### src/rtl/fe_cfg_pkg.sv
`timescale 1ns/100ps
package fe_cfg_pkg;

  localparam int GLB_W = 36;
  localparam int CH_W  = 10;

  typedef enum logic [1:0] {
    MD_READ = 2'b00,
    MD_ACQ  = 2'b01,
    MD_CFG  = 2'b10
  } mode_e;

  function automatic mode_e decode_mode(input logic en, input logic wr);
    if (wr)      return MD_CFG;
    else if (en) return MD_ACQ;
    else         return MD_READ;
  endfunction

  function automatic int chain_len(input int n_ch);
    return GLB_W + CH_W * n_ch;
  endfunction

  // top bit index of channel i inside the chain
  function automatic int chan_hi(input int i, input int n_ch);
    return CH_W * (n_ch - i) - 1;
  endfunction

endpackage

### src/rtl/fe_pin_sync.sv
`timescale 1ns/100ps
module fe_pin_sync #(
  parameter int W      = 3,
  parameter int STAGES = 2
) (
  input  logic         clk,
  input  logic         rst_n,
  input  logic [W-1:0] d,
  output logic [W-1:0] q
);
  logic [W-1:0] stg [STAGES];

  for (genvar s = 0; s < STAGES; s++) begin : g_stage
    always_ff @(posedge clk or negedge rst_n) begin
      if (!rst_n)  stg[s] <= '0;
      else if (s == 0) stg[s] <= d;
      else         stg[s] <= stg[(s > 0) ? s - 1 : 0];
    end
  end

  assign q = stg[STAGES-1];
endmodule

### src/rtl/fe_mode_dec.sv
`timescale 1ns/100ps
module fe_mode_dec
  import fe_cfg_pkg::*;
(
  input  logic  clk,
  input  logic  rst_n,
  input  logic  en_s,
  input  logic  wr_s,
  output mode_e mode,
  output logic  cnt_en,
  output logic  rd_en,
  output logic  wr_en,
  output logic  shift_en,
  output logic  wr_fall,
  output logic  grst_evt
);
  logic en_d, wr_d;

  always_ff @(posedge clk or negedge rst_n) begin
    if (!rst_n) begin
      en_d <= 1'b0;
      wr_d <= 1'b0;
    end else begin
      en_d <= en_s;
      wr_d <= wr_s;
    end
  end

  assign mode     = decode_mode(en_s, wr_s);
  assign cnt_en   = (mode == MD_ACQ);
  assign rd_en    = (mode == MD_READ);
  assign wr_en    = (mode == MD_CFG);
  assign shift_en = wr_en && !en_s;
  assign wr_fall  = wr_d && !wr_s;
  assign grst_evt = en_d && !en_s && wr_s;
endmodule

### src/rtl/fe_shift_chain.sv
`timescale 1ns/100ps
module fe_shift_chain #(
  parameter int LEN = 76
) (
  input  logic                       clk,
  input  logic                       rst_n,
  input  logic                       clr,
  input  logic                       shift,
  input  logic                       cnt_clr,
  input  logic                       din,
  output logic [LEN-1:0]             chain,
  output logic [$clog2(LEN+1)-1:0]   cnt,
  output logic                       dout
);
  localparam int CW = $clog2(LEN + 1);
  localparam logic [CW-1:0] LIM = CW'(LEN);

  always_ff @(posedge clk or negedge rst_n) begin
    if (!rst_n) begin
      chain <= '0;
      cnt   <= '0;
    end else if (clr) begin
      chain <= '0;
      cnt   <= '0;
    end else if (shift) begin
      chain <= {chain[LEN-2:0], din};
      if (cnt != LIM) cnt <= cnt + 1'b1;
    end else if (cnt_clr) begin
      cnt <= '0;
    end
  end

  // half-period delayed serial output
  always_ff @(negedge clk or negedge rst_n) begin
    if (!rst_n) dout <= 1'b0;
    else        dout <= chain[LEN-1];
  end
endmodule

### src/rtl/fe_mode_cfg.sv
`timescale 1ns/100ps
module fe_mode_cfg
  import fe_cfg_pkg::*;
#(
  parameter int N_CH        = 4,
  parameter int SYNC_STAGES = 2
) (
  input  logic                 clk,
  input  logic                 rst_n,
  input  logic                 en_pin,
  input  logic                 wren_pin,
  input  logic                 din_pin,
  output logic                 dout_pin,
  output logic [1:0]           mode_o,
  output logic                 cnt_tick,
  output logic                 rd_tick,
  output logic                 wr_tick,
  output logic                 pulser_clk,
  output logic                 glb_rst,
  output logic                 acq_rst,
  output logic [GLB_W-1:0]     glob_cfg,
  output logic [N_CH*CH_W-1:0] chan_cfg
);
  localparam int CHAIN = chain_len(N_CH);
  localparam int CNT_W = $clog2(CHAIN + 1);
  localparam logic [CNT_W-1:0] FULL = CNT_W'(CHAIN);

  logic [2:0] pin_s;
  logic       en_s, wr_s, din_s;
  mode_e      mode;
  logic       shift_en, wr_fall, grst_evt;
  logic [CHAIN-1:0] chain;
  logic [CNT_W-1:0] shift_cnt;
  logic       abort_q;
  logic       session_full, load_evt;
  logic [CHAIN-1:0] shadow;

  fe_pin_sync #(.W(3), .STAGES(SYNC_STAGES)) u_sync (
    .clk (clk),
    .rst_n (rst_n),
    .d   ({en_pin, wren_pin, din_pin}),
    .q   (pin_s)
  );
  assign {en_s, wr_s, din_s} = pin_s;

  fe_mode_dec u_dec (
    .clk      (clk),
    .rst_n    (rst_n),
    .en_s     (en_s),
    .wr_s     (wr_s),
    .mode     (mode),
    .cnt_en   (cnt_tick),
    .rd_en    (rd_tick),
    .wr_en    (wr_tick),
    .shift_en (shift_en),
    .wr_fall  (wr_fall),
    .grst_evt (grst_evt)
  );

  fe_shift_chain #(.LEN(CHAIN)) u_chain (
    .clk     (clk),
    .rst_n   (rst_n),
    .clr     (grst_evt),
    .shift   (shift_en),
    .cnt_clr (wr_fall),
    .din     (din_s),
    .chain   (chain),
    .cnt     (shift_cnt),
    .dout    (dout_pin)
  );

  // session bookkeeping: a global reset poisons the rest of the session
  always_ff @(posedge clk or negedge rst_n) begin
    if (!rst_n)        abort_q <= 1'b0;
    else if (grst_evt) abort_q <= 1'b1;
    else if (wr_fall)  abort_q <= 1'b0;
  end

  assign session_full = (shift_cnt == FULL);
  assign load_evt     = wr_fall && !abort_q && session_full;
  assign acq_rst      = wr_fall && !abort_q && !session_full;
  assign glb_rst      = grst_evt;

  always_ff @(posedge clk or negedge rst_n) begin
    if (!rst_n)        shadow <= '0;
    else if (grst_evt) shadow <= '0;
    else if (load_evt) shadow <= chain;
  end

  assign mode_o     = mode;
  assign pulser_clk = din_pin && cnt_tick;
  assign glob_cfg   = shadow[CHAIN-1 -: GLB_W];

  for (genvar i = 0; i < N_CH; i++) begin : g_ch
    assign chan_cfg[i*CH_W +: CH_W] = shadow[chan_hi(i, N_CH) -: CH_W];
  end
endmodule

### config.mk
export PLATFORM = sky130hd
export DESIGN_NAME = fe_mode_cfg
export DESIGN_NICKNAME = d
export VERILOG_FILES = /design/src/rtl/fe_cfg_pkg.sv /design/src/rtl/fe_pin_sync.sv /design/src/rtl/fe_mode_dec.sv /design/src/rtl/fe_shift_chain.sv /design/src/rtl/fe_mode_cfg.sv
export SDC_FILE = /design/constraint.sdc
export NUM_CORES = 1
export LEC_CHECK = 0
export BUFFER_PORTS_ARGS = -buffer_cell sky130_fd_sc_hd__clkbuf_2
export CAP_MARGIN = 20
export CORE_MARGIN = 3
export CORE_UTILIZATION = 41
export CTS_CLUSTER_DIAMETER = 30
export DETAILED_ROUTE_END_ITERATION = 12
export PLACE_DENSITY = 0.6
export SLEW_MARGIN = 10
export SYNTH_ARGS = -nofsm -noshare
export SYNTH_HDL_FRONTEND = slang
export SYNTH_SLANG_ARGS = --single-unit
### constraint.sdc
create_clock -name clk -period 1.85 [get_ports clk]
set_input_delay 0.0925 -clock clk [delete_from_list [all_inputs] [get_ports clk]]
set_output_delay 0.0925 -clock clk [all_outputs]
set_load 0.03 [all_outputs]
# Word-level counts from Yosys, hierarchy flattened
# Index checks and enable logic that the tools add are counted.
word_totals:
  word_cells: 45
  output_inout_bits: 85
  in_bits: 5
  register_bits: 169
op_classes:
  reduce_logical: 18
  n_addsub: 1
  mux: 12
  eq_ne: 5
op_table:
  columns: ["operator", "n"]
  rows:
  - ["$mux 76", 4]
  - ["$mux 7", 4]
  - ["$logic_and 1x1->1", 8]
  - ["$add 7x1->7 const B", 1]
  - ["$eq 7x7->1 const B", 1]
  - ["$ne 7x7->1 const B", 1]
  - ["$reduce_bool 2->1", 3]
  - ["$logic_not 1->1", 4]
  - ["$mux 1", 3]
  - ["$ne 3x2->1 const B", 1]
  - ["$reduce_bool 3->1", 1]
  - ["$eq 2x1->1 const B", 1]
  - ["$eq 2x2->1 const B", 1]
  - ["$logic_not 2->1", 1]
  - ["$mux 2", 1]
  - ["$reduce_and 2->1", 1]

# Depth between registers and ports, before layout
# Gate-level depths: netlist of run 1.
logic_depth:
  depth_word: 6
  mapped_depth: 9
  mapped_depth_nobuf: 6

# Cells and area by module
# A second synthesis of run 1 with hierarchy kept.
unflattened:
  hier_cells: 653
  hier_area_um2: 7728.7
modules_own_cells:
  columns: ["mod", "n_inst", "cells_each", "area_each_um2"]
  rows:
  - ["fe_mode_cfg", 1, 339, 3895.0]
  - ["fe_shift_chain", 1, 295, 3560.9]
  - ["fe_pin_sync", 1, 9, 172.7]
  - ["fe_mode_dec", 1, 10, 100.1]

==> impl_metrics.tcl, run 1 <==
set metrics [dict create \
    grt_use_met1_pct 24.50 \
    total_leakage_power_uw 0.003931 \
    cts_buffers 17 \
    grt_max_degree 169 \
    clockRootBuffer "clkbuf_16" \
    maxSlewHeadroom_pct 38.30 \
    rrSetupSlack_ps -100 \
    antenna_found_initial 0 \
    start_util_pct 42.03 \
    drive_gt1_share_pct 35.47 \
    cpPeakStageDelay_ps 420 \
    grt_usage_pct 17.52 \
    yosys-top-cells-count "nand2_1, dfrtp_1, o21ai_0" \
    fp-row-count 46 \
    hold_path_startpoint "wren_pin" \
    gp_congestion 0.7957 \
    setup_violations 55 \
    internal-power_uw 5706 \
    areaGrowthSynthToFinish_pct 36.48 \
    crit_slowest_cell "dfrtn_1" \
    switching_share_pct 23.87 \
    cts_tree "built" \
    power_density_mw_per_mm2 819.4 \
    hpwlAfterDp_mm 8.534 \
    use_met3_pct 3.751 \
    htree_levels 4 \
    crit_path_start "u_chain.dout" \
    grt_pass1_wl_mm 25.21 \
    async_flop_share_pct 100.0 \
    max_freq_mhz 514.1 \
    crit_family "flip-flops" \
    final_hold_viol_count 0 \
    diodes 0 \
    grt_pass1_vias 4954 \
    dieArea_mm2 0.01791 \
    final_util_pct 57.37 \
    pin_count 90 \
    max_cap_violations 0 \
    grt_overflow 0 \
    status "finished with violations" \
    synth_top_area_share_pct 62.73 \
    path_buf_inv 1 \
    clock_path_buffers 2 \
    die_h_um 133.8 \
    start_kind "flop" \
    drt.antenna.violating_nets 0 \
    crit_fanout 1 \
    dr.pass1.iters 5 \
    yosysWarnings 0 \
    clk_latency_ps 420 \
    rr_startpoint "u_chain.cnt[1]" \
    yosysTopAreaCell "dfrtp_1" \
    clock-sinks 169 \
    synth_cell_types 34 \
    post-place-ws_ps -100.4 \
    drtIter0Drc 409 \
    syn-num-nets 734 \
    routed_via_density 5.021 \
    seqPwrFrac_pct 49.8 \
    dpl_cell_area_mm2 0.007457 \
    fin_crit_sh_pct 106.0 \
    combPwrFrac_pct 4.1 \
    setup_ws_ps -111.6 \
    timing.final.max_slew_violations 0 \
    synth-edff-count 0 \
    cp-endpoint "dout_pin" \
    violations "setup timing" \
    drc 0 \
    finalClockSkew_ps 24.34 \
    clk_pin_slew_ps 70 \
    required_ps 1760 \
    final_nets 837 \
    core_mm2 0.01594 \
    tightest_slew_ps 925.5 \
    finalWirelength_mm 17.17 \
    end_kind "primary output" \
    yosysMostFrequentCell "nand2_1" \
    netlist_top_cells_area "dfrtp_1, nand2_1, o21ai_0, a21oi_1, clkbuf_1" \
    synth_ff_type "dfrtp_1" \
    crit_path_cell_trace "buf_8" \
    p_clk_share_pct 46.0 \
    ys_ff_latch 169 \
    rsz0062_at_grt "true" \
    worst_hold_slack_ps 305.1 \
    avgSynthCellArea_um2 9.218 \
    hold_class "input pin to flop" \
    grt_use_met2_pct 27.23 \
    die_w_um 133.8 \
    syn_area_mm2 0.006701 \
    io_buffers 89 \
    finish.instance_area_mm2 0.009146 \
    vias 5317 \
    yosysSeqAreaShare_pct 63.11 \
    netlist_instances 727 \
    worst-path-stages 1 \
    reg2regPathDepth 7 \
    top_usage_layer "met2" \
    ir_drop_uv 669.3 \
    critical_path_class "flop to primary output" \
    cp.arrival_ps 1870 \
    min_period_ps 1962 \
    p_sw_uw 1788 \
    r2r_end "shadow[50]" \
    wl_per_cell_um 16.21 \
]
## cell families (layout without fill, tap and decap cells)
family,Yosys count,in the layout,synth area share [%]
simple gates,333,334,19.70
flops,169,169,63.11
compound gates,165,165,12.64
buf+inv,56,171,3.902
fa+ha+maj,2,2,0.3734
xor+xnor,1,1,0.1307
mux,1,1,0.1494
## area by class of cell
class                           instances  area [um2]
Multi-Input combinational cell        503        2942
Fill cell                            1384        6797
Timing Repair Buffer                  135        1114
Sequential cell                       169        4229
Clock buffer                           18       439.2
Clock inverter                         14       137.6
Tap cell                              216       270.3
Inverter                                4       15.01
## cell usage in the layout, fill, tap and decap left out, drive strengths merged, types with 2 or more instances in the layout
cell type / count
dfrtp: 168
nand2b: 2
nor2b: 4
ha: 2
clkinvlp: 7
dlygate4sd3: 4
inv: 8
or4: 3
a31oi: 2
a21oi: 77
clkinv: 2
o21ai: 79
nor2: 5
clkbuf: 111
buf: 38
nand3: 6
nand2: 308
## registers in the layout, indices dropped and copies added, names as in the netlist
register / flops
u_chain.dout: 1
abort_q: 1
u_dec.en_d: 1
shadow: 76
u_dec.wr_d: 1
u_sync.stg: 3
u_sync.q: 3
u_chain.cnt: 7
u_chain.chain: 76
## worst register-to-register path, cell delays in order (launching register included)
cell and delay, ps:
dfrtp_1 390, inv_2 90, ha_4 150, nand4bb_4 130, or4_4 690, clkbuf_16 230, nand2_1 80, a21oi_1 70
## layer usage
metal / wire, um / vias up
li1: - / 2573
met1: 7698 / 2597
met2: 8472 / 129
met3: 799 / 18
met4: 196 / 0
met5: 0 / -
## power by group through the flow
stage,logic (uW),clock network [uW],registers [uW]
global route,349,3700,3740
floorplan,131,0,3800
finish,309,3450,3730
CTS,296,3510,3730
detailed placement,283,0,3800
global placement,278,0,3800
## per-stage QoR
stage          setup TNS, ps  std cells  total power, uW
3_3_place_gp           -2190       1004             4080
6_report               -1777       1059             7494
2_1_floorplan         -430.5        727             3934
3_5_place_dp           -4983       1004             4086
4_1_cts               -187.6       1047             7538
5_1_grt                -5216       1059             7788
## worst min-delay path by stage
| stage | to | slack (ps) | cells after the start |
|---|---|---|---|
| after global placement | u_sync.stg[5] | 200 | 1 |
| after global routing | u_sync.stg[4] | 300 | 2 |
| after detailed placement | u_sync.stg[4] | 200 | 1 |
| after CTS | u_sync.stg[4] | 290 | 2 |
| final | u_sync.stg[4] | 310 | 2 |
| after floorplan | abort_q | -200 | 0 |
## timing repair
action | in CTS | in global routing
pin swaps | 3 | 115
endpoints found under the setup margin | 79 | 78
gates cloned | 3 | 10
buffers inserted | 4 | 2
hold buffers | 4 | 0
hold endpoints to repair | 171 | 0
gates resized for setup | 8 | 194
(Power assumes the default switching activity.)
==> inputs of run 2 (changes only) <==
==> constraint.sdc (replaced) <==
create_clock -name clk -period 1.85 [get_ports clk]
set_input_delay 0.4625 -clock clk [delete_from_list [all_inputs] [get_ports clk]]
set_output_delay 0.4625 -clock clk [all_outputs]
set_load 0.03 [all_outputs]
==> run 2 against run 1 <==
The flow still finishes with violations (setup timing). Sequential cell count stayed put. Clock power is 13% higher. Setup slack worse by 360 ps. Utilization is 7.5 points higher. Cell count is 3.9% higher. Critical path type unchanged. Critical endpoint unchanged. Highest routed layer unchanged.
==> impl_metrics.tcl, run 2 (synthesis gave the netlist of run 1 again) <==
set metrics [dict create \
    tightest_slew_ps 532.7 \
    crit_slowest_cell "dfrtn_1" \
    max_cap_violations 0 \
    maxSlewHeadroom_pct 64.49 \
    clk_latency_ps 420 \
    drtIter0Drc 351 \
    seqPwrFrac_pct 46.8 \
    fp-row-count 46 \
    cts_buffers 17 \
    top_regs "shadow: 76 flops, u_chain.chain: 76 flops, u_chain.cnt: 7 flops" \
    drt.antenna.violating_nets 0 \
    dieArea_mm2 0.01791 \
    die_h_um 133.8 \
    clk_pin_slew_ps 60 \
    combPwrFrac_pct 4.2 \
    path_buf_inv 1 \
    p_sw_uw 1652 \
    final_nets 879 \
    setup_ws_ps -475.1 \
    fin_cells 1100 \
    clock_path_buffers 2 \
    finish.instance_area_mm2 0.01034 \
    place_inst 1007 \
    finalWirelength_mm 19.63 \
    power_density_mw_per_mm2 772.4 \
    finalClockSkew_ps 25.20 \
    internal-power_uw 6339 \
    crit_family "flip-flops" \
    routed_via_density 5.181 \
    core_mm2 0.01594 \
    setup_violations 78 \
    dr.pass1.iters 5 \
    switching_share_pct 20.67 \
    hpwlAfterDp_mm 8.824 \
    grt_overflow 0 \
    antenna_found_initial 0 \
    critical_path_class "flop to primary output" \
    cpPeakStageDelay_ps 410 \
    htree_levels 4 \
    total_power_uw 7990 \
    die_w_um 133.8 \
    grt_usage_pct 22.50 \
    timing.final.max_slew_violations 0 \
    cts_tree "built" \
    violations "setup timing" \
    dpl_cell_area_mm2 0.007510 \
    end_kind "primary output" \
    grt_max_degree 92 \
    diodes 0 \
    ir_drop_uv 651.0 \
    layout_common_cells "nand2_1, dfrtp_1, nand2_4" \
    cp.arrival_ps 1860 \
    final_common_cell "nand2_1" \
    start_util_pct 42.03 \
    grt_pass1_wl_mm 31.28 \
    drive_gt1_share_pct 46.49 \
    gp_congestion 0.7505 \
    wl_per_cell_um 17.85 \
    fin_setup_tns_ps -23880 \
    rsz0062_at_grt "true" \
    areaGrowthSynthToFinish_pct 54.37 \
    num-fill-cells 1215 \
    drc 0 \
    final_hold_viol_count 0 \
    crit_path_cell_trace "buf_8" \
    pin_count 90 \
    p_clk_share_pct 49.0 \
    total_leakage_power_uw 0.004680 \
    hold_buffers 0 \
    required_ps 1390 \
    clockRootBuffer "clkbuf_16" \
    vias 5699 \
    crit_fanout 1 \
    clock-sinks 169 \
    start_kind "flop" \
    grt_pass1_vias 5879 \
    status "finished with violations" \
    io_buffers 89 \
    hold_class "input pin to asynchronous set/reset pin" \
]
[run 2: path summary, 6_finish.rpt]
path | startpoint | to | slack [ps] | cells after the start
setup / recovery | u_chain.dout | dout_pin | -480 | 1
hold / removal | rst_n | shadow[63] | 70 | 2
setup reg to reg | u_chain.cnt[1] | shadow[38] | -340 | 11
hold reg to reg | u_sync.stg[5] | u_sync.q[2] | 350 | 0
max in group asynchronous | rst_n | u_chain.dout | 1080 | 1
min in group clk | en_pin | u_sync.stg[5] | 150 | 1
[run 2: final cells by class]
class,count,area [um2],share of cell area [%]
multi-input combinational,503,3313,32.03
inverter,4,15.01,0.1451
sequential,169,4230,40.89
clock buffer,23,447.9,4.330
clock inverter,8,193.9,1.875
timing repair buffer,177,1874,18.12
tap,216,270.3,2.612
[run 2: power groups by stage]
stage	Combinational [uW]	Clock [uW]	Sequential, uW
2_1_floorplan	131	0	3800
3_3_place_gp	286	0	3800
3_5_place_dp	293	0	3800
4_1_cts	328	3950	3740
5_1_grt	373	4150	3740
6_report	338	3910	3740
[run 2: per-layer routing]
metal  part of all wire (%)  global-route usage, %  vias to the layer above
met5                      0                      0                        -
met4                    3.5                  9.657                        0
met3                    5.1                  4.726                       52
met2                     51                  37.79                      173
met1                     40                  28.36                     2803
li1                       -                      -                     2671
[run 2: timing repair]
item / in CTS / in global routing
cloned: 28 / 1
pin swaps: 100 / 73
resized for setup: 228 / 140
setup buffers: 35 / 18
endpoints found under the setup margin: 80 / 83
[run 2: stage by stage]
step	setup slack [ps]	utilization [%]	hold WS, ps
floorplan	-70.07	-	166.9
global placement	-102.9	47.10	335.0
detailed placement	-107.3	47.10	340.3
CTS	-491.1	63.02	79.37
finish	-475.1	64.89	71.54
global route	-518.9	64.89	90.38
[run 2: worst register-to-register path, delay by kind of cell (launching register included)]
| family | cells | cell delay [ps] |
|---|---|---|
| fa+ha+maj | 1 | 130 |
| compound gates | 1 | 40 |
| flops | 1 | 390 |
| simple gates | 3 | 760 |
| buf+inv | 6 | 730 |
==> inputs of run 3 (changes only) <==
--- a/config.mk
+++ b/config.mk
@@ -9,6 +9,7 @@
 export CAP_MARGIN = 20
 export CORE_MARGIN = 3
 export CORE_UTILIZATION = 41
+export CTS_BUF_LIST = sky130_fd_sc_hd__clkbuf_4 sky130_fd_sc_hd__clkbuf_8 sky130_fd_sc_hd__clkbuf_16
 export CTS_CLUSTER_DIAMETER = 30
 export DETAILED_ROUTE_END_ITERATION = 12
 export PLACE_DENSITY = 0.6
==> run 3 against run 2 <==
The flow still finishes with violations (setup timing). Cell count stayed put. Routed wire length is 1.1% lower. Setup slack hardly changed. Cell area is 0.38% higher. Sequential power hardly changed. Clock skew is 4.2 ps lower. Clock-buffer cell count stayed put. Highest routed layer unchanged.
==> impl_metrics.tcl, run 3 (synthesis gave the netlist of run 1 again) <==
set metrics [dict create \
    cts_tree "built" \
    path_buf_inv 1 \
    crit_path_cell_trace "buf_8" \
    worst_hold_slack_ps 54.21 \
    total_leakage_power_uw 0.004730 \
    hold_class "input pin to asynchronous set/reset pin" \
    post-place-ws_ps -107.3 \
    io_buffers 89 \
    cpPeakStageDelay_ps 410 \
    dieArea_mm2 0.01791 \
    top_regs "shadow: 76 flops, u_chain.chain: 76 flops, u_chain.cnt: 7 flops" \
    drc 0 \
    power_density_mw_per_mm2 777.6 \
    grt_usage_pct 22.40 \
    clock_path_buffers 2 \
    critical_path_class "flop to primary output" \
    start_kind "flop" \
    crit_slowest_cell "dfrtn_1" \
    clk_latency_ps 420 \
    timing.final.max_slew_violations 0 \
    htree_levels 4 \
    drtIter0Drc 356 \
    tightest_slew_ps 538.8 \
    max_cap_violations 0 \
    rsz0062_at_grt "true" \
    cp.arrival_ps 1860 \
    setup_violations 78 \
    finalWirelength_mm 19.42 \
    die_h_um 133.8 \
    maxSlewHeadroom_pct 64.08 \
    final_common_cell "nand2_1" \
    clock-sinks 169 \
    hpwlAfterDp_mm 8.824 \
    wl_per_cell_um 17.66 \
    violations "setup timing" \
    final_nets 879 \
    dpl_cell_area_mm2 0.007510 \
    hold_buffers 0 \
    clk_pin_slew_ps 60 \
    clockRootBuffer "clkbuf_16" \
    drive_gt1_share_pct 47.62 \
    cts_buffers 17 \
    pin_count 90 \
    finalClockSkew_ps 20.98 \
    setup_ws_ps -474.6 \
    dr.pass1.iters 5 \
    routed_via_density 5.168 \
    grt_pass1_wl_mm 31.08 \
    start_util_pct 42.03 \
    diodes 0 \
    finish.instance_area_mm2 0.01038 \
    status "finished with violations" \
    areaGrowthSynthToFinish_pct 54.95 \
    grt_max_degree 92 \
    fp-row-count 46 \
    layout_common_cells "nand2_1, dfrtp_1, nand2_4" \
    final_hold_viol_count 0 \
    gp_congestion 0.7505 \
    vias 5685 \
    end_kind "primary output" \
    required_ps 1390 \
    core_mm2 0.01594 \
    die_w_um 133.8 \
    crit_fanout 1 \
    crit_family "flip-flops" \
    ir_drop_uv 650.8 \
    drt.antenna.violating_nets 0 \
    grt_overflow 0 \
    antenna_found_initial 0 \
    grt_pass1_vias 5852 \
]
[run 3: area by class of cell]
cell class | count | area [um2]
Clock buffer | 23 | 470.5
Clock inverter | 8 | 193.9
Fill cell | 1225 | 5559
Inverter | 4 | 15.01
Multi-Input combinational cell | 503 | 3363
Sequential cell | 169 | 4230
Tap cell | 216 | 270.3
Timing Repair Buffer | 177 | 1841
[run 3: metal layers]
layer | global-route usage, % | up-vias | part of all wire, %
li1 | - | 2665 | -
met1 | 28.38 | 2797 | 42
met2 | 37.06 | 174 | 50
met3 | 5.214 | 49 | 4.7
met4 | 9.600 | 0 | 3.5
met5 | 0 | - | 0
[run 3: where the power goes]
| group | switching (uW) | internal [uW] |
|---|---|---|
| Clock | 1390 | 2610 |
| Combinational | 244 | 94.3 |
| Sequential | 18.7 | 3720 |
| Total | 1650 | 6430 |
[run 3: path summary, 6_finish.rpt]
| check | cells after the start | to | from | slack [ps] |
|---|---|---|---|---|
| max in group asynchronous | 1 | u_chain.dout | rst_n | 1080 |
| setup / recovery | 1 | dout_pin | u_chain.dout | -470 |
| hold / removal | 2 | shadow[65] | rst_n | 50 |
| min in group clk | 1 | u_sync.stg[5] | en_pin | 150 |
| hold reg to reg | 0 | u_sync.q[2] | u_sync.stg[5] | 350 |
| setup reg to reg | 10 | shadow[36] | u_chain.cnt[1] | -370 |
[run 3: timing repair]
action	in CTS	in global routing
cloned	28	1
buffers inserted	35	19
pin swaps	102	83
resized for setup	235	150
endpoints found under the setup margin	80	83
[run 3: stage by stage]
step / cells / utilization (%) / TNS (ps) / power [uW]
global placement: 1007 / 47.10 / -4486 / 4087
finish: 1100 / 65.13 / -23000 / 8075
CTS: 1101 / 63.36 / -20750 / 8107
detailed placement: 1007 / 47.10 / -6167 / 4095
global route: 1100 / 65.13 / -26680 / 8364
floorplan: 727 / - / -328.4 / 3935
